[src/rtl/tmr_pair_pkg.sv]
package tmr_pair_pkg;

    localparam int NT          = 2;     // number of timers
    localparam int A_CTRL      = 0;     // control / status word
    localparam int ST_ZERO_LSB = 4;     // first zero-count status bit
    localparam int ST_WDOG     = 8;     // watchdog-mode flag bit
    localparam logic [7:0] WDOG_CODE = 8'hFF;

    typedef enum logic {
        PH_LOW  = 1'b0,
        PH_HIGH = 1'b1
    } phase_e;

    // Timer 1 sits below timer 0 in the map.
    function automatic int low_addr(input int i);
        return 3 - 2 * i;
    endfunction

    function automatic int high_addr(input int i);
        return 4 - 2 * i;
    endfunction

    function automatic int live_addr(input int i);
        return 5 + i;
    endfunction

endpackage

[src/rtl/tmr_pair_regs.sv]
module tmr_pair_regs
    import tmr_pair_pkg::*;
#(
    parameter int CW = 32,
    parameter int AW = 3
) (
    input  logic                   clk,
    input  logic                   rst,
    input  logic [AW-1:0]          addr,
    input  logic                   wr,
    input  logic [CW-1:0]          wdata,
    input  logic [NT-1:0][CW-1:0]  elapsed,
    output logic [CW-1:0]          rdata,
    output logic [NT-1:0]          en_next,
    output logic [NT-1:0]          start,
    output logic [NT-1:0][CW-1:0]  low_cnt,
    output logic [NT-1:0][CW-1:0]  high_cnt
);

    logic [NT-1:0] en_q;
    logic          ctrl_wr;
    logic [NT-1:0] zero_flag;
    logic          wdog_flag;

    assign ctrl_wr = wr && (addr == AW'(A_CTRL));
    assign en_next = ctrl_wr ? wdata[NT-1:0] : en_q;
    assign start   = en_next & ~en_q;

    always_ff @(posedge clk) begin
        if (rst) begin
            en_q     <= '0;
            low_cnt  <= '0;
            high_cnt <= '0;
        end else begin
            en_q <= en_next;
            for (int i = 0; i < NT; i++) begin
                if (wr && addr == AW'(low_addr(i)))  low_cnt[i]  <= wdata;
                if (wr && addr == AW'(high_addr(i))) high_cnt[i] <= wdata;
            end
        end
    end

    always_comb begin
        for (int i = 0; i < NT; i++)
            zero_flag[i] = (low_cnt[i] == '0) || (high_cnt[i] == '0);
    end

    assign wdog_flag = (low_cnt[0] == CW'(WDOG_CODE));

    always_comb begin
        rdata = '0;
        if (addr == AW'(A_CTRL)) begin
            rdata[NT-1:0]                    = en_q;
            rdata[ST_ZERO_LSB +: NT]         = zero_flag;
            rdata[ST_WDOG]                   = wdog_flag;
        end
        for (int i = 0; i < NT; i++) begin
            if (addr == AW'(low_addr(i)))  rdata = low_cnt[i];
            if (addr == AW'(high_addr(i))) rdata = high_cnt[i];
            if (addr == AW'(live_addr(i))) rdata = elapsed[i];
        end
    end

    // a control write lands in the enable register
    assert_ctrl_write_R1: assert property (@(posedge clk) disable iff (rst)
        ctrl_wr |=> (en_q == $past(wdata[NT-1:0])));

    // count registers only move on a write to their own address
    assert_low_hold_R7: assert property (@(posedge clk) disable iff (rst)
        !wr |=> $stable(low_cnt) && $stable(high_cnt));

endmodule

[src/rtl/tmr_pair_chan.sv]
module tmr_pair_chan
    import tmr_pair_pkg::*;
#(
    parameter int CW = 32
) (
    input  logic          clk,
    input  logic          rst,
    input  logic          start_i,
    input  logic          run_i,
    input  logic [CW-1:0] low_i,
    input  logic [CW-1:0] high_i,
    output logic          tout_o,
    output logic          irq_o,
    output logic [CW-1:0] elapsed_o
);

    localparam logic [CW-1:0] ONE = CW'(1);

    typedef struct packed {
        phase_e        ph;
        logic [CW-1:0] cnt;
        logic [CW-1:0] low;
        logic [CW-1:0] high;
    } chan_st_t;

    chan_st_t st_q;
    logic     act_q;
    logic     irq_q;
    logic [CW-1:0] low_eff, high_eff;

    assign low_eff  = (low_i  == '0) ? ONE : low_i;
    assign high_eff = (high_i == '0) ? ONE : high_i;

    always_ff @(posedge clk) begin
        if (rst) begin
            st_q  <= '{ph: PH_LOW, cnt: ONE, low: ONE, high: ONE};
            act_q <= 1'b0;
            irq_q <= 1'b0;
        end else begin
            act_q <= run_i;
            irq_q <= 1'b0;
            if (start_i) begin
                st_q <= '{ph: PH_LOW, cnt: low_eff, low: low_eff, high: high_eff};
            end else if (run_i) begin
                if (st_q.cnt == ONE) begin
                    if (st_q.ph == PH_LOW) begin
                        st_q.ph  <= PH_HIGH;
                        st_q.cnt <= st_q.high;
                    end else begin
                        st_q.ph  <= PH_LOW;
                        st_q.cnt <= st_q.low;
                        irq_q    <= 1'b1;
                    end
                end else begin
                    st_q.cnt <= st_q.cnt - ONE;
                end
            end
        end
    end

    assign tout_o    = act_q && (st_q.ph == PH_HIGH);
    assign irq_o     = irq_q;
    assign elapsed_o = ((st_q.ph == PH_LOW) ? st_q.low : st_q.high) - st_q.cnt;

    // the interrupt never lasts more than one cycle
    assert_irq_single_R4: assert property (@(posedge clk) disable iff (rst)
        irq_o |=> !irq_o);

    // an interrupt coincides with a freshly reloaded low phase
    assert_irq_reload_R3: assert property (@(posedge clk) disable iff (rst)
        irq_o |-> (st_q.ph == PH_LOW) && (elapsed_o == '0));

    // an idle timer is silent
    assert_idle_quiet_R8: assert property (@(posedge clk) disable iff (rst)
        !act_q |-> (!tout_o && !irq_o));

    // an idle timer keeps its position
    assert_idle_hold_R8: assert property (@(posedge clk) disable iff (rst)
        !run_i |=> $stable(st_q.cnt) && $stable(st_q.ph));

    // a start leaves the output low at phase position zero
    assert_start_low_R2: assert property (@(posedge clk) disable iff (rst)
        start_i |=> (!tout_o && elapsed_o == '0));

endmodule

[src/rtl/tmr_pair.sv]
module tmr_pair
    import tmr_pair_pkg::*;
#(
    parameter int CW = 32,
    parameter int AW = 3
) (
    input  logic          clk,
    input  logic          rst,
    input  logic [AW-1:0] bus_addr,
    input  logic          bus_wr,
    input  logic [CW-1:0] bus_wdata,
    output logic [CW-1:0] bus_rdata,
    output logic [NT-1:0] tout_o,
    output logic [NT-1:0] irq_o
);

    logic [NT-1:0]          en_next;
    logic [NT-1:0]          start;
    logic [NT-1:0][CW-1:0]  low_cnt;
    logic [NT-1:0][CW-1:0]  high_cnt;
    logic [NT-1:0][CW-1:0]  elapsed;

    tmr_pair_regs #(.CW(CW), .AW(AW)) u_regs (
        .clk      (clk),
        .rst      (rst),
        .addr     (bus_addr),
        .wr       (bus_wr),
        .wdata    (bus_wdata),
        .elapsed  (elapsed),
        .rdata    (bus_rdata),
        .en_next  (en_next),
        .start    (start),
        .low_cnt  (low_cnt),
        .high_cnt (high_cnt)
    );

    for (genvar i = 0; i < NT; i++) begin : g_chan
        tmr_pair_chan #(.CW(CW)) u_chan (
            .clk       (clk),
            .rst       (rst),
            .start_i   (start[i]),
            .run_i     (en_next[i]),
            .low_i     (low_cnt[i]),
            .high_i    (high_cnt[i]),
            .tout_o    (tout_o[i]),
            .irq_o     (irq_o[i]),
            .elapsed_o (elapsed[i])
        );
    end

endmodule

[config.mk]
export PLATFORM = sky130hd
export DESIGN_NAME = tmr_pair
export DESIGN_NICKNAME = d
export VERILOG_FILES = /design/src/rtl/tmr_pair_pkg.sv /design/src/rtl/tmr_pair_regs.sv /design/src/rtl/tmr_pair_chan.sv /design/src/rtl/tmr_pair.sv
export SDC_FILE = /design/constraint.sdc
export NUM_CORES = 1
export LEC_CHECK = 0
export ABC_CLOCK_PERIOD_IN_PS = 6140
export BUFFER_PORTS_ARGS = -buffer_cell sky130_fd_sc_hd__buf_2
export CORE_MARGIN = 5
export CORE_UTILIZATION = 63
export DETAILED_ROUTE_END_ITERATION = 8
export GPL_TIMING_DRIVEN = 1
export PLACE_DENSITY = 0.89
export SLEW_MARGIN = 40
export SYNTH_ARGS = -nofsm -noshare
export SYNTH_HDL_FRONTEND = slang
export SYNTH_SLANG_ARGS = --single-unit
[constraint.sdc]
create_clock -name clk -period 6.14 [get_ports clk]
set_input_delay 1.228 -clock clk [delete_from_list [all_inputs] [get_ports clk]]
set_output_delay 1.228 -clock clk [all_outputs]
set_load 0.02 [all_outputs]
==> metrics.md <==
| Metric | Value |
|---|---|
| Outcome | `finished clean` |
| Maximum number of pins on one net before global-route repair | `between 100 and 150` |
| Clk pwr share | `39.7%` |
| Nets | `2667` |
| Die area | `35100 um^2` |
| Top cells by count, synth | `nand2_1 (535), dfxtp_1 (326), a21oi_1 (309)` |
| Clk sinks | `approximately 330` |
| Sw Share | `31.1%` |
| Peak VDD IR | `between 200 and 250 uV` |
| Unrepaired setup endpoints after global routing | `false` |
| Yosys top cell by area | `dfxtp_1` |
| I/O pins | `74` |
| Slowest-stage cell, CP | `dfxtp_4` |
| # DRC | `0` |
| Setup Skew | `approximately 19 ps` |
| Fmax | `0.173 GHz` |
| Fin crit share | `94.4%` |
| Worst reg2reg path startpoint | `g_chan[0].u_chan.st_q[72]$_SDFFE_PP0P_` |
| Crit path launch type | `flip-flop` |
| Seq pwr share | `39.5%` |
| P_int | `3.85 mW` |
| Area Growth Syn to Fin | `8.94%` |
| Most common flop cell mapped by yosys | `dfxtp_1` |
| Combinational fraction of design power | `20.8%` |
| TritonCTS buffer count | `38` |
| CTS Hold Bufs | `0` |
| Arrival @ worst endpoint | `4570 ps` |
| Register area share after synthesis | `32.9%` |
| ANT nets after route | `0` |
| Hold Fails Final Rpt | `0` |
| CTS tree | `done` |
| Grt total ovfl | `0` |
| Placed Area | `roughly 20000 um^2` |
| IO Port Bufs | `73` |
| CP Class | `reg2out` |
| Final WL | `around 67000 um` |
| EDFF count, synth | `0` |
| CTS max path bufs | `3` |
| Synth unique cells | `81` |
| Post-synthesis area per instance | `7.69 um^2` |
| Post-route cell area | `21600 um^2` |
| DR vias/cell | `6.74` |
| CP max FO | `36` |
| Reg clk slew, reported paths | `60 ps` |
| Switching power | `1.74 mW` |
| Post-synth top area share | `32.9%` |
| Site Rows | `65` |
| Pins Over Slew Limit | `0` |
| Total core area | `31300 um^2` |
| Max incr delay on CP | `670 ps` |
| Top cells by area, synth | `dfxtp_1 (33%), nand2_1 (10%), a21oi_1 (7.8%), ha_1 (4.4%), mux2_2 (4.2%)` |
| Vias in the first global route | `about 19k` |
| First-pass GRT wire length | `104000 um` |
| Via count | `about 20k` |
| Ys async rst share | `0%` |
| Worst-Skew Late Latency | `550 ps` |
| Initial antenna violation count | `2` |
| R2r endpoint | `g_chan[0].u_chan.st_q[83]$_SDFFE_PP0P_` |
| Hold Path Class | `reg2reg` |
| Nature of the critical path endpoint | `output pin` |
| Post-Syn Instances | `around 2.6k` |
| Static leakage | `slightly above 8 nW` |
| Root Buffer | `clkbuf_16` |
| First-pass iteration count of the detailed router | `6` |
| Top-count cell post-synth | `nand2_1` |
| Max-cap violation count | `0` |
| Total negative setup slack | `0 ps` |
| Worst hold endpoint | `g_chan[0].u_chan.st_q[54]$_SDFFE_PP0P_` |
| Die Y | `187 um` |
| Reg-to-reg setup timing slack | `3140 ps` |
| Crit path cell chain | `mux2i_1 > inv_1 > ha_1 > nor2b_1 > o31a_1 > o21a_1 > a311o_1 > o211ai_1 > a21oi_1 > o21a_1 > o31a_1 > o221ai_1 > buf_2` |
| RD Place Congestion | `1.02` |
| Die width | `about 190 um` |
| Setup-failing EPs final | `0` |
| Synthesized net count | `2690` |
| Initial Utilization | `63.4%` |
| Total power | `approximately 5.6 mW` |
| Final HPWL DP | `48600 um` |
| Syn Std Cell Area | `19800 um^2` |
| HP Start | `g_chan[0].u_chan.st_q[54]$_SDFFE_PP0P_` |
| Hold path cells | `2` |
| Tot GR Track Use | `36.1%` |
| Yosys warns | `0` |
| 1st-iter DRT viols | `2372` |
| Power Density | `between 200 and 300 nW/um^2` |
| Min Tclk post-route | `5790 ps` |
| Routed WL per cell | `22.4 um` |
| Slew headroom | `40.2%` |
| R2R cell count | `8` |
| Htree depth | `2` |
| WP data required | `4910 ps` |
| Worst Max-Slew Pin Slew | `871 ps` |
| Share of layout cells above drive strength 1 | `between 10 and 15%` |
| Yosys reg bits | `326` |
layer usage:
metal / global-route usage, % / part of all wire (%) / routed length (um) / vias up
li1: - / - / - / 9201
met1: 46.6 / 39 / 25900 / 9531
met2: 58.4 / 45 / 30300 / 1141
met3: 6.57 / 11 / 7100 / 277
met4: 17.5 / 5.6 / 3760 / 2
met5: 0 / 0.019 / 13 / -
worst max-delay path by stage:
stage,start,to,slack (ps)
5_1_grt,g_chan[1].u_chan.st_q[96]$_SDFFE_PP0P_,bus_rdata[30],130
3_3_place_gp,g_chan[1].u_chan.st_q[96]$_SDFFE_PP0P_,bus_rdata[30],970
4_1_cts,g_chan[1].u_chan.st_q[96]$_SDFFE_PP0P_,bus_rdata[30],230
2_1_floorplan,g_chan[1].u_chan.st_q[96]$_SDFFE_PP0P_,bus_rdata[30],440
6_report,g_chan[0].u_chan.st_q[96]$_SDFFE_PP0P_,bus_rdata[27],350
3_5_place_dp,g_chan[1].u_chan.st_q[96]$_SDFFE_PP0P_,bus_rdata[30],830
registers in the layout, summed over array words and instances, names as in the netlist:
name                 flops
g_chan.u_chan.st_q     194
u_regs.high_cnt         64
u_regs.low_cnt          64
g_chan.u_chan.irq_o      2
u_regs.en_q              2
power groups by stage:
stage | clock network, mW | logic, mW | registers, mW
floorplan | 0 | 0.820 | 2.23
global placement | 0 | 1.08 | 2.25
detailed placement | 0 | 1.12 | 2.25
CTS | 2.21 | 1.13 | 2.21
global route | 2.31 | 1.25 | 2.21
finish | 2.22 | 1.16 | 2.21
placed cells by master, fill, tap and decap left out, types with 59 or more instances in the layout:
cell type / instances
inv_1: 80
o211ai_1: 59
buf_2: 72
mux2_2: 75
ha_1: 69
mux2i_1: 83
a21oi_1: 309
nor2_1: 149
a22o_1: 60
dfxtp_1: 324
nand2_1: 532
xnor2_1: 73
logic make-up (layout without fill, tap and decap cells):
kind of cell               Yosys count  count (layout)  synth area share (%)
and+or+nand+nor                    932             932                  20.7
AOI/OAI and AO/OA                  739             739                  24.2
DFF                                326             326                  32.9
buffers and inverters              263             266                  5.15
muxes                              158             158                  8.45
xor gates and xnor gates            92              92                  4.06
adders and majority gates           71              71                  4.55
other                                0               2                     0
final cells by class:
class | count | area (um^2)
multi-input cells | 1992 | 12300
flip-flops and latches | 326 | 6530
well taps | 402 | 503
clock buffers | 59 | 1110
inverters | 85 | 319
fillers | 2561 | 9700
clock inverters | 7 | 81.3
diodes | 2 | 5.00
repair buffers | 115 | 717
stage by stage:
stage | hold slack, ps | utilization (%) | setup slack (ps) | std cells
floorplan | 431 | - | 435 | 2581
global placement | 448 | 65.0 | 972 | 2917
detailed placement | 450 | 65.1 | 833 | 2919
CTS | 466 | 68.9 | 234 | 2985
global route | 484 | 69.0 | 127 | 2986
finish | 468 | 69.0 | 346 | 2988
critical path: cells and delay by family (launching register included):
family | cells | cell delay (ps)
buf+inv | 2 | 300
compound gates | 8 | 2260
mux | 1 | 340
fa+ha+maj | 1 | 270
simple gates | 1 | 150
flops | 1 | 670
timing repair:
| item | 4_1_cts | 5_1_grt |
|---|---|---|
| buffers inserted | 0 | 1 |
| resized for setup | 0 | 0 |
| hold endpoints to repair | 0 | 0 |
| endpoints found under the setup margin | 0 | 1 |
Note: power is estimated with default switching activity, not from simulation.
